File: config.mk
export PLATFORM = sky130hd
export DESIGN_NAME = iofc_status_regs
export DESIGN_NICKNAME = d
export VERILOG_FILES = /design/src/rtl/iofc_pkg.sv /design/src/rtl/iofc_decode.sv /design/src/rtl/iofc_presence.sv /design/src/rtl/iofc_irq_pending.sv /design/src/rtl/iofc_status_regs.sv
export SDC_FILE = /design/constraint.sdc
export NUM_CORES = 1
export LEC_CHECK = 0
export CORE_ASPECT_RATIO = 1.5
export CORE_MARGIN = 2
export CORE_UTILIZATION = 49
export DETAILED_ROUTE_END_ITERATION = 7
export GPL_TIMING_DRIVEN = 0
export PLACE_DENSITY = 0.92
export SETUP_SLACK_MARGIN = 0.4
export SYNTH_ARGS = -nofsm -noshare
export SYNTH_HDL_FRONTEND = slang
export SYNTH_HIERARCHICAL = 1
export SYNTH_SLANG_ARGS = --single-unit
export TNS_END_PERCENT = 5
File: constraint.sdc
create_clock -name clk -period 3.4 [get_ports clk]
set_input_delay 0.68 -clock clk [delete_from_list [all_inputs] [get_ports clk]]
set_output_delay 0.68 -clock clk [all_outputs]
set_load 0.02 [all_outputs]
File: src/rtl/iofc_pkg.sv
package iofc_pkg;

  typedef enum logic [3:0] {
    SEL_NONE,
    SEL_FLASH_PROT,
    SEL_FLASH_SIZE,
    SEL_PRES_LO,
    SEL_PRES_HI,
    SEL_MGMT_ACK,
    SEL_EXT_ACK,
    SEL_IOMASK,
    SEL_PLATFORM,
    SEL_ENV
  } iofc_sel_e;

  // Shared offsets
  localparam logic [31:0] OFF_FLASH_PROT = 32'h0000_0008;
  localparam logic [31:0] OFF_FLASH_SIZE = 32'h0000_000A;
  localparam logic [31:0] OFF_PRES_LO    = 32'h0001_0006;
  localparam logic [31:0] OFF_PRES_HI    = 32'h0001_0008;
  localparam logic [31:0] OFF_IOMASK     = 32'h0002_0008;
  localparam logic [31:0] OFF_PLATFORM   = 32'h0003_0000;
  localparam logic [31:0] OFF_ENV        = 32'h0003_0004;

  // Variant-dependent acknowledge offsets
  localparam logic [31:0] OFF_MGMT_ACK_N = 32'h0002_0004;
  localparam logic [31:0] OFF_EXT_ACK_N  = 32'h0002_0006;
  localparam logic [31:0] OFF_MGMT_ACK_W = 32'h0001_0014;
  localparam logic [31:0] OFF_EXT_ACK_W  = 32'h0002_000A;

  // Fixed read values
  localparam logic [15:0] VAL_FLASH_PROT = 16'h00FF;
  localparam logic [15:0] VAL_FLASH_SIZE = 16'h1000;
  localparam logic [15:0] VAL_ENV        = 16'h0021;
  localparam logic [15:0] VAL_EXT_ACK_W  = 16'h0054;

  localparam logic [2:0]  PLAT_CODE_W    = 3'd3;
  localparam int unsigned PLAT_SHIFT     = 5;
  localparam int unsigned IOMASK_W       = 8;
  localparam int unsigned NARROW_SLOTS   = 4;

  function automatic logic [31:0] mgmt_ack_off(input bit wide);
    return wide ? OFF_MGMT_ACK_W : OFF_MGMT_ACK_N;
  endfunction

  function automatic logic [31:0] ext_ack_off(input bit wide);
    return wide ? OFF_EXT_ACK_W : OFF_EXT_ACK_N;
  endfunction

  // Nibble-clear mask contributed by a present slot on the wide variant
  function automatic logic [15:0] wide_slot_mask(input int unsigned slot);
    case (slot)
      1, 5:    return 16'hF0FF;
      2, 6:    return 16'hFFF0;
      3:       return 16'h0FFF;
      4:       return 16'hFF0F;
      default: return 16'hFFFF;
    endcase
  endfunction

endpackage

File: src/rtl/iofc_decode.sv
module iofc_decode
  import iofc_pkg::*;
#(
  parameter bit          VARIANT_B = 1'b0,
  parameter int unsigned ADDR_W    = 18
) (
  input  logic [ADDR_W-1:0] addr,
  output iofc_sel_e         sel
);

  logic [31:0] a32;
  assign a32 = 32'(addr);

  generate
    if (VARIANT_B) begin : g_wide
      always_comb begin
        case (a32)
          OFF_FLASH_PROT: sel = SEL_FLASH_PROT;
          OFF_FLASH_SIZE: sel = SEL_FLASH_SIZE;
          OFF_PRES_LO:    sel = SEL_PRES_LO;
          OFF_PRES_HI:    sel = SEL_PRES_HI;
          OFF_MGMT_ACK_W: sel = SEL_MGMT_ACK;
          OFF_EXT_ACK_W:  sel = SEL_EXT_ACK;
          OFF_IOMASK:     sel = SEL_IOMASK;
          OFF_PLATFORM:   sel = SEL_PLATFORM;
          OFF_ENV:        sel = SEL_ENV;
          default:        sel = SEL_NONE;
        endcase
      end
    end else begin : g_narrow
      always_comb begin
        case (a32)
          OFF_FLASH_PROT: sel = SEL_FLASH_PROT;
          OFF_FLASH_SIZE: sel = SEL_FLASH_SIZE;
          OFF_PRES_LO:    sel = SEL_PRES_LO;
          OFF_MGMT_ACK_N: sel = SEL_MGMT_ACK;
          OFF_EXT_ACK_N:  sel = SEL_EXT_ACK;
          OFF_IOMASK:     sel = SEL_IOMASK;
          OFF_PLATFORM:   sel = SEL_PLATFORM;
          OFF_ENV:        sel = SEL_ENV;
          default:        sel = SEL_NONE;
        endcase
      end
    end
  endgenerate

endmodule

File: src/rtl/iofc_presence.sv
module iofc_presence
  import iofc_pkg::*;
#(
  parameter bit          VARIANT_B = 1'b0,
  parameter int unsigned NUM_SLOTS = 7,
  parameter int unsigned DATA_W    = 16
) (
  input  logic [NUM_SLOTS-1:0] present,
  output logic [DATA_W-1:0]    word_lo,
  output logic [DATA_W-1:0]    word_hi
);

  localparam int unsigned LO_FIRST = 1;
  localparam int unsigned LO_LAST  = 4;
  localparam int unsigned HI_FIRST = 5;
  localparam int unsigned HI_LAST  = 6;

  generate
    if (VARIANT_B) begin : g_wide
      always_comb begin
        word_lo = '1;
        word_hi = '1;
        for (int unsigned s = LO_FIRST; s <= LO_LAST; s++) begin
          if (s < NUM_SLOTS && present[s])
            word_lo = word_lo & DATA_W'(wide_slot_mask(s));
        end
        for (int unsigned s = HI_FIRST; s <= HI_LAST; s++) begin
          if (s < NUM_SLOTS && present[s])
            word_hi = word_hi & DATA_W'(wide_slot_mask(s));
        end
      end
    end else begin : g_narrow
      always_comb begin
        word_lo = '1;
        for (int unsigned s = 0; s < NARROW_SLOTS; s++) begin
          if (s < NUM_SLOTS && present[s])
            word_lo = word_lo & ~(DATA_W'(16'h1111) << s);
        end
        word_hi = '0;
      end
    end
  endgenerate

endmodule

File: src/rtl/iofc_irq_pending.sv
module iofc_irq_pending (
  input  logic clk,
  input  logic rst_n,
  input  logic event_i,
  input  logic ack_i,
  output logic pend_o
);

  // A fresh event outranks an acknowledge in the same cycle
  always_ff @(posedge clk or negedge rst_n) begin
    if (!rst_n)       pend_o <= 1'b0;
    else if (event_i) pend_o <= 1'b1;
    else if (ack_i)   pend_o <= 1'b0;
  end

endmodule

File: src/rtl/iofc_status_regs.sv
module iofc_status_regs
  import iofc_pkg::*;
#(
  parameter bit          VARIANT_B  = 1'b0,
  parameter logic [2:0]  BOARD_CODE = 3'd0,
  parameter int unsigned ADDR_W     = 18,
  parameter int unsigned DATA_W     = 16,
  parameter int unsigned NUM_SLOTS  = 7
) (
  input  logic                 clk,
  input  logic                 rst_n,
  input  logic [NUM_SLOTS-1:0] slot_present,
  input  logic                 mgmt_event,
  input  logic                 ext_event,
  input  logic                 req_valid,
  output logic                 req_ready,
  input  logic                 req_write,
  input  logic [ADDR_W-1:0]    req_addr,
  input  logic [DATA_W-1:0]    req_wdata,
  output logic                 rsp_valid,
  input  logic                 rsp_ready,
  output logic [DATA_W-1:0]    rsp_rdata,
  output logic                 mgmt_irq,
  output logic                 ext_irq
);

  localparam int unsigned NUM_LINES = 2;
  localparam logic [2:0]  PLAT_CODE = VARIANT_B ? PLAT_CODE_W : BOARD_CODE;
  localparam logic [DATA_W-1:0] PLAT_WORD =
    DATA_W'({PLAT_CODE, {PLAT_SHIFT{1'b0}}});
  localparam logic [DATA_W-1:0] EXT_ACK_WORD =
    VARIANT_B ? DATA_W'(VAL_EXT_ACK_W) : '0;

  iofc_sel_e             sel;
  logic [DATA_W-1:0]     pres_lo;
  logic [DATA_W-1:0]     pres_hi;
  logic [DATA_W-1:0]     rd_mux;
  logic [IOMASK_W-1:0]   iomask_q;
  logic                  accept;
  logic                  rd_accept;
  logic [NUM_LINES-1:0]  line_event;
  logic [NUM_LINES-1:0]  line_ack;
  logic [NUM_LINES-1:0]  line_pend;

  iofc_decode #(
    .VARIANT_B (VARIANT_B),
    .ADDR_W    (ADDR_W)
  ) u_decode (
    .addr (req_addr),
    .sel  (sel)
  );

  iofc_presence #(
    .VARIANT_B (VARIANT_B),
    .NUM_SLOTS (NUM_SLOTS),
    .DATA_W    (DATA_W)
  ) u_presence (
    .present (slot_present),
    .word_lo (pres_lo),
    .word_hi (pres_hi)
  );

  // Handshake: stall only when a response is parked and not taken
  assign req_ready = !rsp_valid || rsp_ready;
  assign accept    = req_valid && req_ready;
  assign rd_accept = accept && !req_write;

  // Interrupt lines: index 0 management, index 1 external
  assign line_event = {ext_event, mgmt_event};
  assign line_ack   = {rd_accept && (sel == SEL_EXT_ACK),
                       rd_accept && (sel == SEL_MGMT_ACK)};

  generate
    for (genvar g = 0; g < NUM_LINES; g++) begin : g_line
      iofc_irq_pending u_pend (
        .clk     (clk),
        .rst_n   (rst_n),
        .event_i (line_event[g]),
        .ack_i   (line_ack[g]),
        .pend_o  (line_pend[g])
      );
    end
  endgenerate

  assign mgmt_irq = line_pend[0];
  assign ext_irq  = line_pend[1];

  always_comb begin
    case (sel)
      SEL_FLASH_PROT: rd_mux = DATA_W'(VAL_FLASH_PROT);
      SEL_FLASH_SIZE: rd_mux = DATA_W'(VAL_FLASH_SIZE);
      SEL_PRES_LO:    rd_mux = pres_lo;
      SEL_PRES_HI:    rd_mux = pres_hi;
      SEL_MGMT_ACK:   rd_mux = '0;
      SEL_EXT_ACK:    rd_mux = EXT_ACK_WORD;
      SEL_IOMASK:     rd_mux = DATA_W'(iomask_q);
      SEL_PLATFORM:   rd_mux = PLAT_WORD;
      SEL_ENV:        rd_mux = DATA_W'(VAL_ENV);
      default:        rd_mux = '0;
    endcase
  end

  always_ff @(posedge clk or negedge rst_n) begin
    if (!rst_n) begin
      iomask_q <= '0;
    end else if (accept && req_write && sel == SEL_IOMASK) begin
      iomask_q <= req_wdata[IOMASK_W-1:0];
    end
  end

  always_ff @(posedge clk or negedge rst_n) begin
    if (!rst_n) begin
      rsp_valid <= 1'b0;
      rsp_rdata <= '0;
    end else if (accept) begin
      rsp_valid <= 1'b1;
      rsp_rdata <= req_write ? '0 : rd_mux;
    end else if (rsp_ready) begin
      rsp_valid <= 1'b0;
    end
  end

endmodule

# Word-level counts from Yosys, hierarchy flattened
# Cells that the tools add are included.
# classes
mux	13
reduce_logical	12
n_eq_ne	15
# op_table
cell	count
$eq 18x18->1 const B	5
$pmux 16 s5	1
$eq 18x4->1 const B	2
$mux 16	2
$pmux 4 s8	1
$eq 18x17->1 const B	1
$mux 15	1
$mux 14	1
$mux 13	1
$eq 4x3->1 const B	3
$eq 4x2->1 const B	2
$logic_and 1x1->1	6
$mux 1	6
$reduce_bool 2->1	3
$eq 4x1->1 const B	1
$eq 4x4->1 const B	1
$logic_not 1->1	2
$logic_or 1x1->1	1
# totals
out_inout_bits	20
reg_bits	27

# Depth between registers and ports, before layout
# logic_depth
ltp_word	7
mapped_depth	10
mapped_depth_nobuf	8

# Modules after synthesis
# The synthesis kept the hierarchy.
# by_module_without_submodules
mod	instances	seq_area_each_um2	cells_each	area_per_inst_um2
iofc_status_regs	1	625.6	136	1422.6
iofc_presence	1	0.0	33	229.0
iofc_decode	1	0.0	22	176.4
iofc_irq_pending	2	25.0	3	36.3

# Worst setup path before layout
# OpenSTA, ideal clock, no wires.
# synth_timing
path_type	input to register
startpoint	in req_addr[13]
endpoint	reg iomask_q[0]
t_arrival_ns	2.550
n_path_buf	1
stages	8
path_slack_ns	0.725
path_cell_list	nor4_2 nand4_2 nor4b_2 and2b_2 nand3_2 or2_1 buf_6 mux2_4
# synth_via
elab_chain_len	4
word_cells_on_any_way	11
# synth_lines
item	line_no	rtl
start, declared	iofc_status_regs.sv:18	input logic [ADDR_W-1:0] req_addr,
$eq 18x18->1 (tied with other cells)	iofc_decode.sv:32	case (a32)
$pmux 4 s8 (*)	iofc_decode.sv:32	
net sel[3]	iofc_status_regs.sv:34	iofc_sel_e sel;
$eq 4x3->1 (*)	iofc_status_regs.sv:106	end else if (accept && req_write && sel == SEL_IOMASK) begin
$logic_and 1x1->1 (*)	iofc_status_regs.sv:106	
end signal, assigned	iofc_status_regs.sv:107	iomask_q <= req_wdata[IOMASK_W-1:0];
end, declared	iofc_status_regs.sv:38	logic [IOMASK_W-1:0] iomask_q;
# The timed path passes the listed nets; every way through them passes the cells marked *.
# A chain may end at the register's enable or synchronous reset.

# Final worst setup path
# layout_timing
startpoint	in req_addr[7]
endpoint	reg iomask_q[0]
# The elaborated chain is that of the path after synthesis.

==> impl_summary.txt <==
----------------------------------------------------
[Yosys]
  Seq/Total Area, Yosys ... 0.355
  Mapped Avg Cell Area ... 9.65 sq um
  Share of flip-flops with an asynchronous set or reset ... 1.00
  Top cells by area in the synthesized netlist ... dfrtp_1 (36%), buf_4 (12%), mux2_4 (6.3%)
  Synth Flop Type ... dfrtp_1
  Dominant cell type by area after synthesis ... dfrtp_1
  Yosys Warn Count ... 6
  Number of enable-type register cells in the synthesized netlist ... 0
  Post-synthesis register bit count ... 27
  Number of distinct library cells after synthesis ... 44
  Number of instances in the synthesized netlist ... 197
  Post-synth design cell area ... 0.00190 sq mm
  Area share of the largest cell type after synthesis ... 0.355

[Floorplanning]
  Vertical extent of the die ... around 80 microns
  Area enclosed by the die boundary ... 0.00440 sq mm
  Area of the placeable core ... approximately 0.0037 sq mm
  Number of top-level pins ... 68
  Die span in x ... 54.9 microns
  Standard-cell row count ... 27
  Initial Utilization ... 0.516

[Timing]
  Minimum clock period after layout ... 2.98 ns
  Clock Skew ... between 0.0015 and 0.002 ns
  Highest clock rate ... 336 MHz
  Number of hold violations in the final report ... 0
  Unrepaired setup endpoints after global routing ... true
  Setup TNS ... 0 ns
  Worst hold slack after final layout ... 0.395 ns
  Relative slew margins ... 0.546
  Count of pins over their slew limit ... 0
  Share of the clock period used by the worst path ... 0.876
  Final setup violation count ... 0
  Worst-margin pin slew ... 0.677 ns

[Clock tree]
  Latest clock arrival within the worst-skew pair ... 0.28 ns
  Total clock sinks ... 27
  CTS tree ... done
  Number of buffers created by CTS ... 3
  Clock Tree Buf Depth ... 2
  Clock transition time at the flip-flop clock pins of the worst setup and hold paths ... around 0.10 ns
  Clock root buffer ... clkbuf_8
  CTS hold repair buffers ... 0
  # H-tree levels ... 1

[Worst setup path]
  Critical path, cell by cell ... clkdlybuf4s50_1 -> nor4_4 -> nand4_4 -> and4bb_1 -> buf_6 -> and2_4 -> buf_6 -> nand3_2 -> or2_1 -> buf_6 -> mux2_4
  Slowest cell on the critical path ... clkdlybuf4s50_1
  Count of cells along the worst register-to-register path ... 5
  Critical path endpoint category ... flop
  Data arrival at the endpoint of the critical path ... roughly 3.2 ns
  Slack of the worst reg-to-reg path ... around 1.7 ns
  Delay contributed by the slowest stage of the critical path ... 0.46 ns
  Startpoint of the lowest-slack register-to-register path ... rsp_valid
  CP max FO ... 10
  Critical path data required time ... 3.58 ns
  Capturing point of the worst reg2reg path ... iomask_q[0]
  Kind of launch point of the worst setup path ... primary input
  Largest delay contributor family on the critical path ... simple AND/OR/NAND/NOR gates
  Critical setup path kind ... in -> reg
  Most common cell on crit path ... buf_6
  Worst path bufs/invs ... 4

[Layout]
  Count of nets after finishing ... approximately 320
  Area added between synthesis and finish ... 43.4%
  Post-Layout Cell Count ... around 320
  Summed area of non-filler cells in the final layout ... between 0.002 and 0.003 sq mm
  Inserted Diodes ... 0
  Ratio of cells with drive above 1 in the final layout ... 0.247

[Min path]
  Tightest Hold Check Type ... in -> async

[Detailed routing]
  DR iter-0 viols ... 45
  Antenna-violating nets left ... 0
  Post-route DRC ... 0
  Via-to-Cell Ratio ... roughly 5.4
  Detailed-route wire length per cell ... between 15 and 20 microns
  Pre-Repair DR Iteration Count ... 4
  Vias after detailed routing ... 1719
  Routed WL ... about 4800 microns

[Pwr]
  Leakage power figure ... 1.20 nW
  Cell area power density ... roughly 230 mW/mm^2
  Peak ir drop on the vdd network ... 0.000200 V
  Total power ... 0.000633 W

[Placement]
  Detailed placement HPWL ... 3420 microns
  Routability Congestion ... 0.850
  Instance area at placement ... 0.00257 sq mm
  Buffers added on ports ... 56
  Number of placed instances, taps included ... just over 300

[Global routing]
  Global Route Usage Sum ... 0.220
  Wire length of the first global-routing pass ... 7120 microns
  Antenna violations before repair ... 0
  Total congestion overflow after global routing ... 0
  Via count of the first global-routing pass ... 1681
  Maximum number of pins on one net before global-route repair ... 28

[Outcome]
  Status ... finished, final reports clean

[Flow run]
  Count of max-cap constraint violations ... 0

----------------------------------------------------
cell type report:
type                       instances  area (sq um)
buffer                            37           283
clock buffer                       3          41.3
clock inverter                     1          7.51
fill                             253           956
inverter                           9          33.8
multi-input combinational        139          1050
sequential                        27           676
tap                               43          53.8
timing repair buffer              59           581
cells by family after synthesis:
kind of cell | share of synthesized area
DFF | 0.355
and+or+nand+nor | 0.213
other | 0.00197
buffers and inverters | 0.163
muxes | 0.0632
AOI/OAI and AO/OA | 0.203
cell usage in the layout, fill, tap and decap left out, types with 4 or more instances in the layout:
cell type	instances
o31ai_2	4
nand2b_1	10
mux2_4	8
o21ai_1	9
clkdlybuf4s50_1	54
conb_1	16
inv_1	9
nor2_1	5
o31ai_1	4
buf_6	5
a22o_1	7
buf_4	31
nand2_1	20
a21o_1	4
a22oi_1	14
dfrtp_1	27
registers in the layout, summed over array words and instances, names as in the netlist:
register / count
iomask_q: 8
rsp_valid: 1
g_line.u_pend/pend_o: 2
rsp_rdata: 16
timing repair:
item                       4_1_cts  5_1_grt
buffers inserted                 0        3
pin swaps                        0        4
cloned                           0        0
setup endpoints to repair        8       24
gates resized for setup          1       15
layer usage:
metal | routed length [microns] | vias to the layer above | global-route usage
met1 | 1690 | 816 | 0.222
met2 | 2760 | 77 | 0.433
met5 | 0 | - | 0
met3 | 213 | 13 | 0.0112
li1 | - | 813 | -
met4 | 137 | 0 | 0.0850
per-stage QoR:
stage                      util  setup slack [ns]
after floorplan               -             0.725
after global placement    0.698            0.0752
after detailed placement  0.698            0.0413
after CTS                 0.714             0.396
after global routing      0.740             0.341
final                     0.740             0.423
power breakdown:
| part | total, W | switching [W] | internal (W) |
|---|---|---|---|
| logic | 0.000114 | 0.0000470 | 0.0000671 |
| registers | 0.000322 | 0.000000432 | 0.000322 |
| clock network | 0.000197 | 0.000113 | 0.0000837 |
synthesized netlist by cell type (all sizes together) (2+ instances only):
master  number
a31oi        3
and3b        3
nor4b        2
a22o         7
mux2         8
and2b        2
nor3b        4
inv          9
nand2b      10
nor2b        2
o31ai        8
or3          2
o21ai       12
nor4         3
nand3        2
a21o         4
nor2         5
buf         34
nand2       20
dfrtp       27
a22oi       14
clkbuf       3
worst max path at each step:
stage | slack (ns) | cells after the start | start | to
finish | 0.42 | 11 | req_addr[7] | iomask_q[0]
detailed placement | 0.04 | 9 | req_addr[0] | iomask_q[0]
global placement | 0.08 | 9 | req_addr[0] | iomask_q[7]
floorplan | 0.72 | 8 | req_addr[13] | iomask_q[0]
CTS | 0.40 | 9 | req_addr[3] | rsp_rdata[6]
global route | 0.34 | 11 | req_addr[7] | iomask_q[0]
worst register-to-register path: cells and delay by family (launching register included):
family | cells | cell delay, ns
AND/OR/NAND/NOR | 3 | 0.71
flip-flops | 1 | 0.39
multiplexers | 1 | 0.30
buffers and inverters | 1 | 0.16
Note: power is estimated with default switching activity, not from simulation.
